--- config.mk ---
export PLATFORM = sky130hd
export DESIGN_NAME = flash_stat_poller
export DESIGN_NICKNAME = d
export VERILOG_FILES = /design/src/rtl/stpoll_pkg.sv /design/src/rtl/stpoll_assemble.sv /design/src/rtl/stpoll_compare.sv /design/src/rtl/stpoll_gap_timer.sv /design/src/rtl/flash_stat_poller.sv
export SDC_FILE = /design/constraint.sdc
export NUM_CORES = 1
export LEC_CHECK = 0
export BUFFER_PORTS_ARGS = -buffer_cell sky130_fd_sc_hd__buf_2
export CAP_MARGIN = 30
export CORE_ASPECT_RATIO = 0.9
export CORE_UTILIZATION = 40
export CTS_CLUSTER_SIZE = 12
export DETAILED_ROUTE_END_ITERATION = 10
export SETUP_SLACK_MARGIN = 0.15
export SLEW_MARGIN = 20
export SYNTH_ARGS = -nofsm -noshare
export SYNTH_HDL_FRONTEND = slang
export SYNTH_SLANG_ARGS = --single-unit
export TNS_END_PERCENT = 50
--- constraint.sdc ---
create_clock -name clk -period 2.5 [get_ports clk]
set_clock_uncertainty 0.05 [all_clocks]
set_input_delay 0.125 -clock clk [delete_from_list [all_inputs] [get_ports clk]]
set_output_delay 0.125 -clock clk [all_outputs]
set_load 0.02 [all_outputs]
--- src/rtl/stpoll_pkg.sv ---
package stpoll_pkg;

   typedef enum logic [1:0] {
      ST_IDLE = 2'd0,
      ST_READ = 2'd1,
      ST_EVAL = 2'd2,
      ST_WAIT = 2'd3
   } poll_state_e;

endpackage

--- src/rtl/stpoll_assemble.sv ---
module stpoll_assemble #(
   parameter int BYTES  = 4,
   parameter int BYTE_W = 8,
   localparam int WORD_W = BYTES * BYTE_W,
   localparam int IDX_W  = (BYTES > 1) ? $clog2(BYTES) : 1
) (
   input  logic              clk,
   input  logic              rst_n,
   input  logic              clr_i,
   input  logic              vld_i,
   input  logic [IDX_W-1:0]  idx_i,
   input  logic [BYTE_W-1:0] byte_i,
   output logic [WORD_W-1:0] word_o
);

   for (genvar g = 0; g < BYTES; g++) begin : g_lane
      logic [BYTE_W-1:0] lane_q;
      always_ff @(posedge clk or negedge rst_n) begin
         if (!rst_n)                                   lane_q <= '0;
         else if (clr_i)                               lane_q <= '0;
         else if (vld_i && (idx_i == IDX_W'(g)))       lane_q <= byte_i;
      end
      assign word_o[g*BYTE_W +: BYTE_W] = lane_q;
   end

   // a new read starts from an all-zero word
   p_clear_zero_r3: assert property (@(posedge clk) disable iff (!rst_n)
      clr_i |=> word_o == '0);

   // an accepted byte appears in the lane chosen by its index
   p_lane_load_r3: assert property (@(posedge clk) disable iff (!rst_n)
      (vld_i && !clr_i) |=> word_o[$past(idx_i)*BYTE_W +: BYTE_W] == $past(byte_i));

endmodule

--- src/rtl/stpoll_compare.sv ---
module stpoll_compare #(
   parameter int WORD_W = 32
) (
   input  logic [WORD_W-1:0] word_i,
   input  logic [WORD_W-1:0] mask_i,
   input  logic [WORD_W-1:0] match_i,
   input  logic              or_mode_i,
   output logic              hit_o
);

   logic [WORD_W-1:0] agree;

   always_comb begin
      agree = ~(word_i ^ match_i) & mask_i;
      if (or_mode_i) hit_o = |agree;
      else           hit_o = (agree == mask_i);
   end

endmodule

--- src/rtl/stpoll_gap_timer.sv ---
module stpoll_gap_timer #(
   parameter int GAP_W = 16
) (
   input  logic             clk,
   input  logic             rst_n,
   input  logic             load_i,
   input  logic [GAP_W-1:0] gap_i,
   output logic             last_o
);

   logic [GAP_W-1:0] cnt_q;

   always_ff @(posedge clk or negedge rst_n) begin
      if (!rst_n)              cnt_q <= '0;
      else if (load_i)         cnt_q <= gap_i;
      else if (cnt_q != '0)    cnt_q <= cnt_q - 1'b1;
   end

   assign last_o = (cnt_q == GAP_W'(1));

   // a running count drops by exactly one each cycle
   p_count_down_r7: assert property (@(posedge clk) disable iff (!rst_n)
      (cnt_q != '0 && !load_i) |=> cnt_q == $past(cnt_q) - 1'b1);

endmodule

--- src/rtl/flash_stat_poller.sv ---
module flash_stat_poller
   import stpoll_pkg::*;
#(
   parameter int BYTES  = 4,
   parameter int BYTE_W = 8,
   parameter int GAP_W  = 16,
   localparam int WORD_W = BYTES * BYTE_W,
   localparam int LEN_W  = (BYTES > 1) ? $clog2(BYTES) : 1
) (
   input  logic              clk,
   input  logic              rst_n,
   input  logic              start_i,
   input  logic              abort_i,
   input  logic [WORD_W-1:0] cfg_mask_i,
   input  logic [WORD_W-1:0] cfg_match_i,
   input  logic [GAP_W-1:0]  cfg_gap_i,
   input  logic [LEN_W-1:0]  cfg_len_i,
   input  logic              cfg_or_mode_i,
   input  logic              cfg_auto_stop_i,
   output logic              rd_req_o,
   output logic [LEN_W-1:0]  rd_len_o,
   input  logic              rd_vld_i,
   input  logic [BYTE_W-1:0] rd_byte_i,
   output logic              match_flag_o,
   input  logic              flag_clr_i,
   output logic              busy_o,
   output logic [WORD_W-1:0] status_o
);

   if (BYTES < 1 || BYTES > 8) begin : g_bad_bytes
      $error("flash_stat_poller: BYTES must lie in 1..8");
   end
   if (BYTE_W < 1) begin : g_bad_byte_w
      $error("flash_stat_poller: BYTE_W must be positive");
   end
   if (GAP_W < 1 || GAP_W > 32) begin : g_bad_gap_w
      $error("flash_stat_poller: GAP_W must lie in 1..32");
   end

   poll_state_e       state_q, state_d;
   logic [WORD_W-1:0] mask_q, match_q;
   logic [GAP_W-1:0]  gap_q;
   logic [LEN_W-1:0]  len_q;
   logic              or_q, stop_q;
   logic [LEN_W-1:0]  idx_q;
   logic              abort_pend_q;
   logic              flag_q;
   logic              hit;
   logic              tmr_last;
   logic              last_byte;
   logic              launch;
   logic              tmr_load;
   logic              flag_set;

   assign last_byte = (state_q == ST_READ) && rd_vld_i && (idx_q == len_q);

   always_comb begin
      state_d = state_q;
      unique case (state_q)
         ST_IDLE: if (start_i) state_d = ST_READ;
         ST_READ: if (last_byte) state_d = (abort_pend_q || abort_i) ? ST_IDLE : ST_EVAL;
         ST_EVAL: begin
            if (abort_i)              state_d = ST_IDLE;
            else if (hit && stop_q)   state_d = ST_IDLE;
            else if (gap_q == '0)     state_d = ST_READ;
            else                      state_d = ST_WAIT;
         end
         ST_WAIT: begin
            if (abort_i)       state_d = ST_IDLE;
            else if (tmr_last) state_d = ST_READ;
         end
         default: state_d = ST_IDLE;
      endcase
   end

   assign launch   = (state_d == ST_READ) && (state_q != ST_READ);
   assign tmr_load = (state_q == ST_EVAL) && (state_d == ST_WAIT);
   assign flag_set = (state_q == ST_EVAL) && hit && !abort_i;

   always_ff @(posedge clk or negedge rst_n) begin
      if (!rst_n) begin
         state_q      <= ST_IDLE;
         mask_q       <= '0;
         match_q      <= '0;
         gap_q        <= '0;
         len_q        <= '0;
         or_q         <= 1'b0;
         stop_q       <= 1'b0;
         idx_q        <= '0;
         abort_pend_q <= 1'b0;
         flag_q       <= 1'b0;
      end else begin
         state_q <= state_d;
         if (state_q == ST_IDLE && start_i) begin
            mask_q  <= cfg_mask_i;
            match_q <= cfg_match_i;
            gap_q   <= cfg_gap_i;
            len_q   <= cfg_len_i;
            or_q    <= cfg_or_mode_i;
            stop_q  <= cfg_auto_stop_i;
         end
         if (launch)                               idx_q <= '0;
         else if (state_q == ST_READ && rd_vld_i)  idx_q <= idx_q + 1'b1;
         if (state_q != ST_READ)                   abort_pend_q <= 1'b0;
         else if (abort_i)                         abort_pend_q <= 1'b1;
         if (flag_set)                             flag_q <= 1'b1;
         else if (flag_clr_i)                      flag_q <= 1'b0;
      end
   end

   stpoll_assemble #(.BYTES(BYTES), .BYTE_W(BYTE_W)) u_asm (
      .clk    (clk),
      .rst_n  (rst_n),
      .clr_i  (launch),
      .vld_i  (rd_vld_i && (state_q == ST_READ)),
      .idx_i  (idx_q),
      .byte_i (rd_byte_i),
      .word_o (status_o)
   );

   stpoll_compare #(.WORD_W(WORD_W)) u_cmp (
      .word_i    (status_o),
      .mask_i    (mask_q),
      .match_i   (match_q),
      .or_mode_i (or_q),
      .hit_o     (hit)
   );

   stpoll_gap_timer #(.GAP_W(GAP_W)) u_gap (
      .clk    (clk),
      .rst_n  (rst_n),
      .load_i (tmr_load),
      .gap_i  (gap_q),
      .last_o (tmr_last)
   );

   assign rd_req_o     = (state_q == ST_READ);
   assign rd_len_o     = len_q;
   assign busy_o       = (state_q != ST_IDLE);
   assign match_flag_o = flag_q;

   // a start while idle makes the block busy and requesting
   p_start_req_r2: assert property (@(posedge clk) disable iff (!rst_n)
      (!busy_o && start_i) |=> (busy_o && rd_req_o));

   // a hit under the all-agree rule has no disagreeing selected bit
   p_and_rule_r4: assert property (@(posedge clk) disable iff (!rst_n)
      (state_q == ST_EVAL && !or_q && hit) |-> (((status_o ^ match_q) & mask_q) == '0));

   // a hit with auto-stop ends the loop
   p_auto_stop_r8: assert property (@(posedge clk) disable iff (!rst_n)
      (state_q == ST_EVAL && hit && stop_q) |=> !busy_o);

   // an abort while judging or waiting ends the loop next cycle
   p_abort_exit_r10: assert property (@(posedge clk) disable iff (!rst_n)
      ((state_q == ST_EVAL || state_q == ST_WAIT) && abort_i) |=> !busy_o);

   // an aborted read is never judged
   p_no_eval_after_abort_r10: assert property (@(posedge clk) disable iff (!rst_n)
      (last_byte && (abort_pend_q || abort_i)) |=> !busy_o);

   // the flag only rises after a hit
   p_flag_cause_r11: assert property (@(posedge clk) disable iff (!rst_n)
      $rose(flag_q) |-> $past(hit && state_q == ST_EVAL));

   // the flag holds without a clear request
   p_flag_sticky_r11: assert property (@(posedge clk) disable iff (!rst_n)
      (flag_q && !flag_clr_i) |=> flag_q);

endmodule

# Yosys cells after proc, flatten, opt, wreduce, memory -nomap -nowiden
# Index checks and enable logic that the tools add are counted.
[op_classes] addsub=2 n_eq_ne=12 mux=26 bitwise_logic=3 n_reduce_logical=28
[ops] cell="8-bit two-way mux" n=8
[ops] cell="32-bit bitwise AND" n=1
[ops] cell="32-bit equality test" n=1
[ops] cell="16-bit two-way mux" n=2
[ops] cell="32-bit NOT" n=1
[ops] cell="32-bit OR reduction" n=1
[ops] cell="32-bit bitwise XOR" n=1
[ops] cell="2-bit two-way mux" n=10
[ops] cell="2-bit nonzero test" n=9
[ops] cell="16-bit by 1-bit equality test with 1-bit output (second input constant)" n=1
[ops] cell="16-bit zero test" n=1
[ops] cell="16-bit nonzero test" n=1
[ops] cell="16-bit by 1-bit subtractor with 16-bit output (second input constant)" n=1
[ops] cell="1-bit logical AND" n=12
[ops] cell="2-bit equality test (second input constant)" n=5
[ops] cell="2-bit one-hot mux with 4 select lines" n=1
[ops] cell="2-bit by 1-bit equality test with 1-bit output (second input constant)" n=3
[ops] cell="1-bit two-way mux" n=5
[ops] cell="2-bit zero test" n=2
[ops] cell="2-bit by 1-bit adder with 2-bit output (second input constant)" n=1
[ops] cell="2-bit equality test" n=1
[ops] cell="2-bit by 1-bit != test with 1-bit output (second input constant)" n=1
[ops] cell="1-bit zero test" n=1
[ops] cell="1-bit logical OR" n=1
[word_totals] ff_bits=138 input_bits=98 out_inout_bits=37 wordCells=86

# Longest topological paths before layout
[depth] ltp_word=12 mapped_depth=10 ltp_nobuf=8

# Cells and area by module
# From an unflattened synthesis, not the netlist that was laid out.
[unflattened] hier_cells=566 hier_area_um2=7075.5
[modules_own_cells] module="flash_stat_poller" n_inst=1 cells_each=222 area_each_um2=3831.2
[modules_own_cells] module="stpoll_assemble" n_inst=1 cells_each=116 area_each_um2=1445.1
[modules_own_cells] module="stpoll_gap_timer" n_inst=1 cells_each=119 area_each_um2=1053.5
[modules_own_cells] module="stpoll_compare" n_inst=1 cells_each=109 area_each_um2=745.7

# Worst setup path after synthesis
# No wires, ideal clock.
[synth_timing] path_kind="register to register" start="register u_asm.g_lane[0].lane_q[3]" end="register u_gap.cnt_q[7]" setup_time_ns=0.127 t_arrival_ns=2.335 setup_slack_ns=-0.012 stages_incl_launch_ff=10 n_path_buf=2 period_less_slack_ns=2.512 path_cell_list="dfrtp_1 xor2_1 a22o_1 a221oi_2 nand3_2 o41ai_4 a31o_1 buf_6 buf_12 mux2_1"
[synth_via] elab_chain_cells=12 word_cells_on_any_way=14 classes_between="eq/ne (2); mux (5); bitwise (3); reduce/logical (4)"
[synth_lines] element="from (decl)" line="stpoll_assemble.sv:17" source="logic [BYTE_W-1:0] lane_q;"
[synth_lines] element="from (signal assigned)" line="stpoll_assemble.sv:21" source="else if (vld_i && (idx_i == IDX_W'(g))) lane_q <= byte_i;"
[synth_lines] element="32-bit bitwise XOR (*)" line="stpoll_compare.sv:14" source="agree = ~(word_i ^ match_i) & mask_i;"
[synth_lines] element="32-bit NOT (*)" line="stpoll_compare.sv:14"
[synth_lines] element="32-bit bitwise AND (*)" line="stpoll_compare.sv:14"
[synth_lines] element="32-bit equality test or 32-bit OR reduction (tied branches)" line="stpoll_compare.sv:16, stpoll_compare.sv:15"
[synth_lines] element="1-bit two-way mux (*)" line="stpoll_compare.sv:15" source="if (or_mode_i) hit_o = |agree;"
[synth_lines] element="1-bit logical AND (*)" line="flash_stat_poller.sv:64" source="else if (hit && stop_q) state_d = ST_IDLE;"
[synth_lines] element="2-bit two-way mux (*)" line="flash_stat_poller.sv:64"
[synth_lines] element="2-bit two-way mux (*)" line="flash_stat_poller.sv:63" source="if (abort_i) state_d = ST_IDLE;"
[synth_lines] element="2-bit one-hot mux with 4 select lines (*)" line="flash_stat_poller.sv:59" source="unique case (state_q)"
[synth_lines] element="2-bit equality test (*)" line="flash_stat_poller.sv:77" source="assign tmr_load = (state_q == ST_EVAL) && (state_d == ST_WAIT);"
[synth_lines] element="1-bit logical AND (*)" line="flash_stat_poller.sv:77"
[synth_lines] element="16-bit two-way mux or 2-bit nonzero test (tied branches)"
[synth_lines] element="to (signal assigned)" line="stpoll_gap_timer.sv:15" source="else if (load_i) cnt_q <= gap_i;"
[synth_lines] element="to (signal assigned)" line="stpoll_gap_timer.sv:16" source="else if (cnt_q != '0) cnt_q <= cnt_q - 1'b1;"
[synth_lines] element="to (decl)" line="stpoll_gap_timer.sv:11" source="logic [GAP_W-1:0] cnt_q;"
# Every way passes the cells marked *; elsewhere a longest branch is shown, timed or not.
# A chain may end at the register's enable or synchronous reset.

# Final worst setup path
[layout_timing] start="register match_q[18]" end="register u_gap.cnt_q[5]"
[layout_via] elab_chain_cells=12 word_cells_on_any_way=14 classes_between="eq/ne (2); mux (5); bitwise (3); reduce/logical (4)"
[layout_lines] element="from (decl)" line="flash_stat_poller.sv:41" source="logic [WORD_W-1:0] mask_q, match_q;"
[layout_lines] element="from (signal assigned)" line="flash_stat_poller.sv:96" source="match_q <= cfg_match_i;"
[layout_lines] element="32-bit bitwise XOR (*)" line="stpoll_compare.sv:14"
[layout_lines] element="32-bit NOT (*)" line="stpoll_compare.sv:14"
[layout_lines] element="32-bit bitwise AND (*)" line="stpoll_compare.sv:14"
[layout_lines] element="32-bit equality test or 32-bit OR reduction (tied branches)" line="stpoll_compare.sv:16, stpoll_compare.sv:15"
[layout_lines] element="1-bit two-way mux (*)" line="stpoll_compare.sv:15"
[layout_lines] element="1-bit logical AND (*)" line="flash_stat_poller.sv:64"
[layout_lines] element="2-bit two-way mux (*)" line="flash_stat_poller.sv:64"
[layout_lines] element="2-bit two-way mux (*)" line="flash_stat_poller.sv:63"
[layout_lines] element="2-bit one-hot mux with 4 select lines (*)" line="flash_stat_poller.sv:59"
[layout_lines] element="2-bit equality test (*)" line="flash_stat_poller.sv:77"
[layout_lines] element="1-bit logical AND (*)" line="flash_stat_poller.sv:77"
[layout_lines] element="16-bit two-way mux or 2-bit nonzero test (tied branches)"
# Marks and branches as above.

==> reports/qor.csv <==
stage,metric,value,unit
cts,cts_made_buffers,17,
cts,cts_tree,yes,
floorplanning,fp-row-count,44,
critical_path,r2r-end,u_gap.cnt_q[5]$_DFFE_PN0P_,
floorplanning,die_w,138,um
placement,dpl_cell_area,0.00764,mm2
logic_synthesis,synth_most_common_cell,dfrtp_1,
logic_synthesis,synthAdderAreaFrac,1.13,%
timing,hold_violations,0,
drt,drc,0,
critical_path,worstSetupPathType,reg -> reg,
final_layout,final_nets,927,
timing,hold_ws,0.0187,ns
worst_hold_path,min_path_type,in -> reg,
placement,portBuffers,134,
timing,maxClockFrequency,411,MHz
run,drv_cap,0,
cts,insertion_delay,0.42,ns
floorplanning,die_y,124,um
global_route,grt_max_degree,95,
drt,drt-initial-drc-count,358,
final_layout,finalNonFillerCells,1043,
timing,maxSlewHeadroom,50.0,%
global_route,grt_pass1_vias,5262,
critical_path,endpoint,u_gap.cnt_q[5]$_DFFE_PN0P_,
power,leakagePower,4.53,nW
placement,gp_congestion,0.890,
logic_synthesis,synth_xor_area_share,6.08,%
drt,routed_wl,19300,um
final_layout,area_growth,40.1,%
logic_synthesis,netlist_area,0.00663,mm2
final_layout,antenna_cells,0,
critical_path,r2r_cells,7,
logic_synthesis,synth_top_family_by_area,multiplexers,
final_layout,final_area,0.00929,mm2
global_route,grt_pass1_wl,29000,um
drt,drtAntennaViolNets,0,
power,p_per_area,1190,mW/mm2
drt,via_per_inst,5.18,
placement,place_inst,918,
placement,hpwl,13500,um
critical_path,crit_path_start,match_q[18]$_DFFE_PN0P_,
logic_synthesis,synth.area.top_cells,"dfrtp_1 (52%), mux2_2 (9.3%), mux2i_1 (5.1%), xor2_1 (4.5%), a31oi_1 (3.2%)",
cts,cts_buffer_depth,2,
critical_path,r2r_setup_slack,0.06,ns
cts,clkTransAtPathRegs,0.06,ns
final_layout,drive_gt1_share,33.4,%
timing,period_needed,2.44,ns
logic_synthesis,ys_types,47,
logic_synthesis,synthArstFlopShare,100,%
cts,cts_max_level,4,
floorplanning,io_pins,135,
logic_synthesis,post_synth_and_or_nand_nor_area_fraction,8.17,%
logic_synthesis,synth_top_area_cell,dfrtp_1,
timing,min_period_over_period,97.4,%
floorplanning,dieArea,0.0171,mm2
logic_synthesis,synth-main-ff-cell,dfrtp_1,
logic_synthesis,syn-num-nets,687,
cts,cts_root_buf,clkbuf_16,
placement,pre_cts_slack,0.00156,ns
logic_synthesis,yosys.area.top_type_share,52.1,%
logic_synthesis,syn_inst,583,
critical_path,end_kind,register,
timing,slew_violations,0,
logic_synthesis,ys_top_cells_by_count,"dfrtp_1 (138), mux2_2 (55), nand2_1 (44)",
power,max-vdd-ir-drop,0.624,mV
logic_synthesis,synth_compound_area_share,10.8,%
power,design_power_total,11.1,mW
drt,route.vias.total,5405,
timing,tns,0,ns
logic_synthesis,synth_area_per_cell,11.4,um2
drt,wl_per_cell,18.5,um
timing,setup_slack,0.0648,ns
cts,clkSinkCount,138,
logic_synthesis,yosys_warnings,0,
global_route,grt.total_usage,23.2,%
critical_path,cp_data_required_time,2.75,ns
final_layout,fin_util,57.4,%
drt,firstDrtPassIters,5,
critical_path,startpoint_type,register,
timing,tightest_slew,0.750,ns
critical_path,r2r_start,match_q[18]$_DFFE_PN0P_,
timing,setup_viol,0,
logic_synthesis,muxShareOfSynthArea,16.9,%
run_status,outcome,"complete, no violations",
final_layout,fillCellCount,1331,
critical_path,worstPathMaxFanout,8,
floorplanning,initial_core_util,41.0,%
logic_synthesis,ys_seq_area_share,52.1,%
floorplanning,coreArea,0.0162,mm2
global_route,antenna_found_initial,0,
critical_path,arrival,2.69,ns
timing,rsz0062_at_grt,true,
global_route,overflow,0,
logic_synthesis,synth_edf_count,0,
logic_synthesis,ys_ff_latch,138,
==> worst max-delay path: stages (launching register included) <==
cell	delay, ns
dfrtp_1	0.44
xor2_1	0.21
a22oi_1	0.22
nand4_1	0.17
o41ai_4	0.48
a31o_4	0.26
clkbuf_16	0.18
mux2_4	0.30
==> area by class of cell <==
class                           instances  area (um2)  share of cell area (%)
Clock buffer                           22         464                    5.00
Clock inverter                         10         119                    1.28
Inverter                               41         154                    1.66
Multi-Input combinational cell        375        2970                    32.0
Sequential cell                       138        3450                    37.2
Tap cell                              207         259                    2.79
Timing Repair Buffer                  250        1860                    20.0
==> logic make-up (layout without fill, tap and decap cells) <==
group / count (synthesis) / in the layout
compound gates: 111 / 111
xor+xnor: 46 / 46
fa+ha+maj: 6 / 6
buf+inv: 70 / 323
flops: 138 / 138
mux: 100 / 100
simple gates: 112 / 112
==> state kept, by name, summed over array words and instances, names as in the netlist <==
name,cells
abort_pend_q,1
gap_q,16
idx_q,2
rd_len_o,2
match_flag_o,1
u_gap.cnt_q,16
match_q,32
mask_q,32
u_asm.g_lane.lane_q,32
stop_q,1
or_q,1
state_q,2
==> worst min path at each step <==
stage,slack (ns),startpoint,depth (start not counted),to
finish,0.02,rd_byte_i[5],3,u_asm.g_lane[2].lane_q[5]$_DFFE_PN0P_
global route,0.01,rd_byte_i[5],3,u_asm.g_lane[2].lane_q[5]$_DFFE_PN0P_
CTS,0.003,rd_byte_i[5],3,u_asm.g_lane[2].lane_q[5]$_DFFE_PN0P_
detailed placement,0.17,rst_n,1,mask_q[19]$_DFFE_PN0P_
global placement,0.17,rst_n,1,mask_q[19]$_DFFE_PN0P_
floorplan,-0.22,rst_n,0,abort_pend_q$_DFFE_PN0P_
==> where the power goes <==
| group | leakage, nW | switching (mW) | internal, mW |
|---|---|---|---|
| Clock | 0.276 | 0.954 | 1.52 |
| Sequential | 1.70 | 0.913 | 3.26 |
| Combinational | 2.56 | 2.43 | 2.01 |
==> timing repair <==
item                                    in CTS  in global routing
setup buffers                                0                  3
gates resized for setup                      3                 16
endpoints found under the hold margin      166                  0
hold buffers                                89                  0
gates cloned                                 0                  1
pin swaps                                    1                  4
endpoints found under the setup margin      50                 52
==> layer usage <==
metal / track usage (%) / share of wire, % / vias up
li1: - / - / 2528
met1: 34.1 / 47 / 2660
met2: 34.1 / 45 / 203
met3: 5.70 / 6.1 / 14
met4: 5.91 / 0.93 / 0
met5: 0 / 0 / -
==> cell usage in the layout (no fill, tap or decap), types with 3 or more instances in the layout <==
master	netlist	final
nor4_1	5	5
mux2i_1	34	34
a22oi_1	14	13
clkbuf_16	0	18
buf_4	1	19
dlygate4sd3_1	0	89
a31oi_1	34	30
nor3_1	9	9
inv_1	41	41
a21oi_1	4	4
o22ai_1	15	15
dfrtp_1	138	137
o21ai_0	35	35
ha_1	6	6
clkbuf_1	18	3
nand3_1	5	5
clkinv_4	0	3
xor2_2	0	7
nand2_1	44	44
xnor2_1	12	12
clkinvlp_4	0	3
nand4_1	4	4
mux2_2	55	55
a31oi_2	0	3
mux2_4	9	9
buf_12	2	5
buf_2	4	133
nor2_1	28	28
xor2_1	34	27
Power figures use the tool's default switching activity.
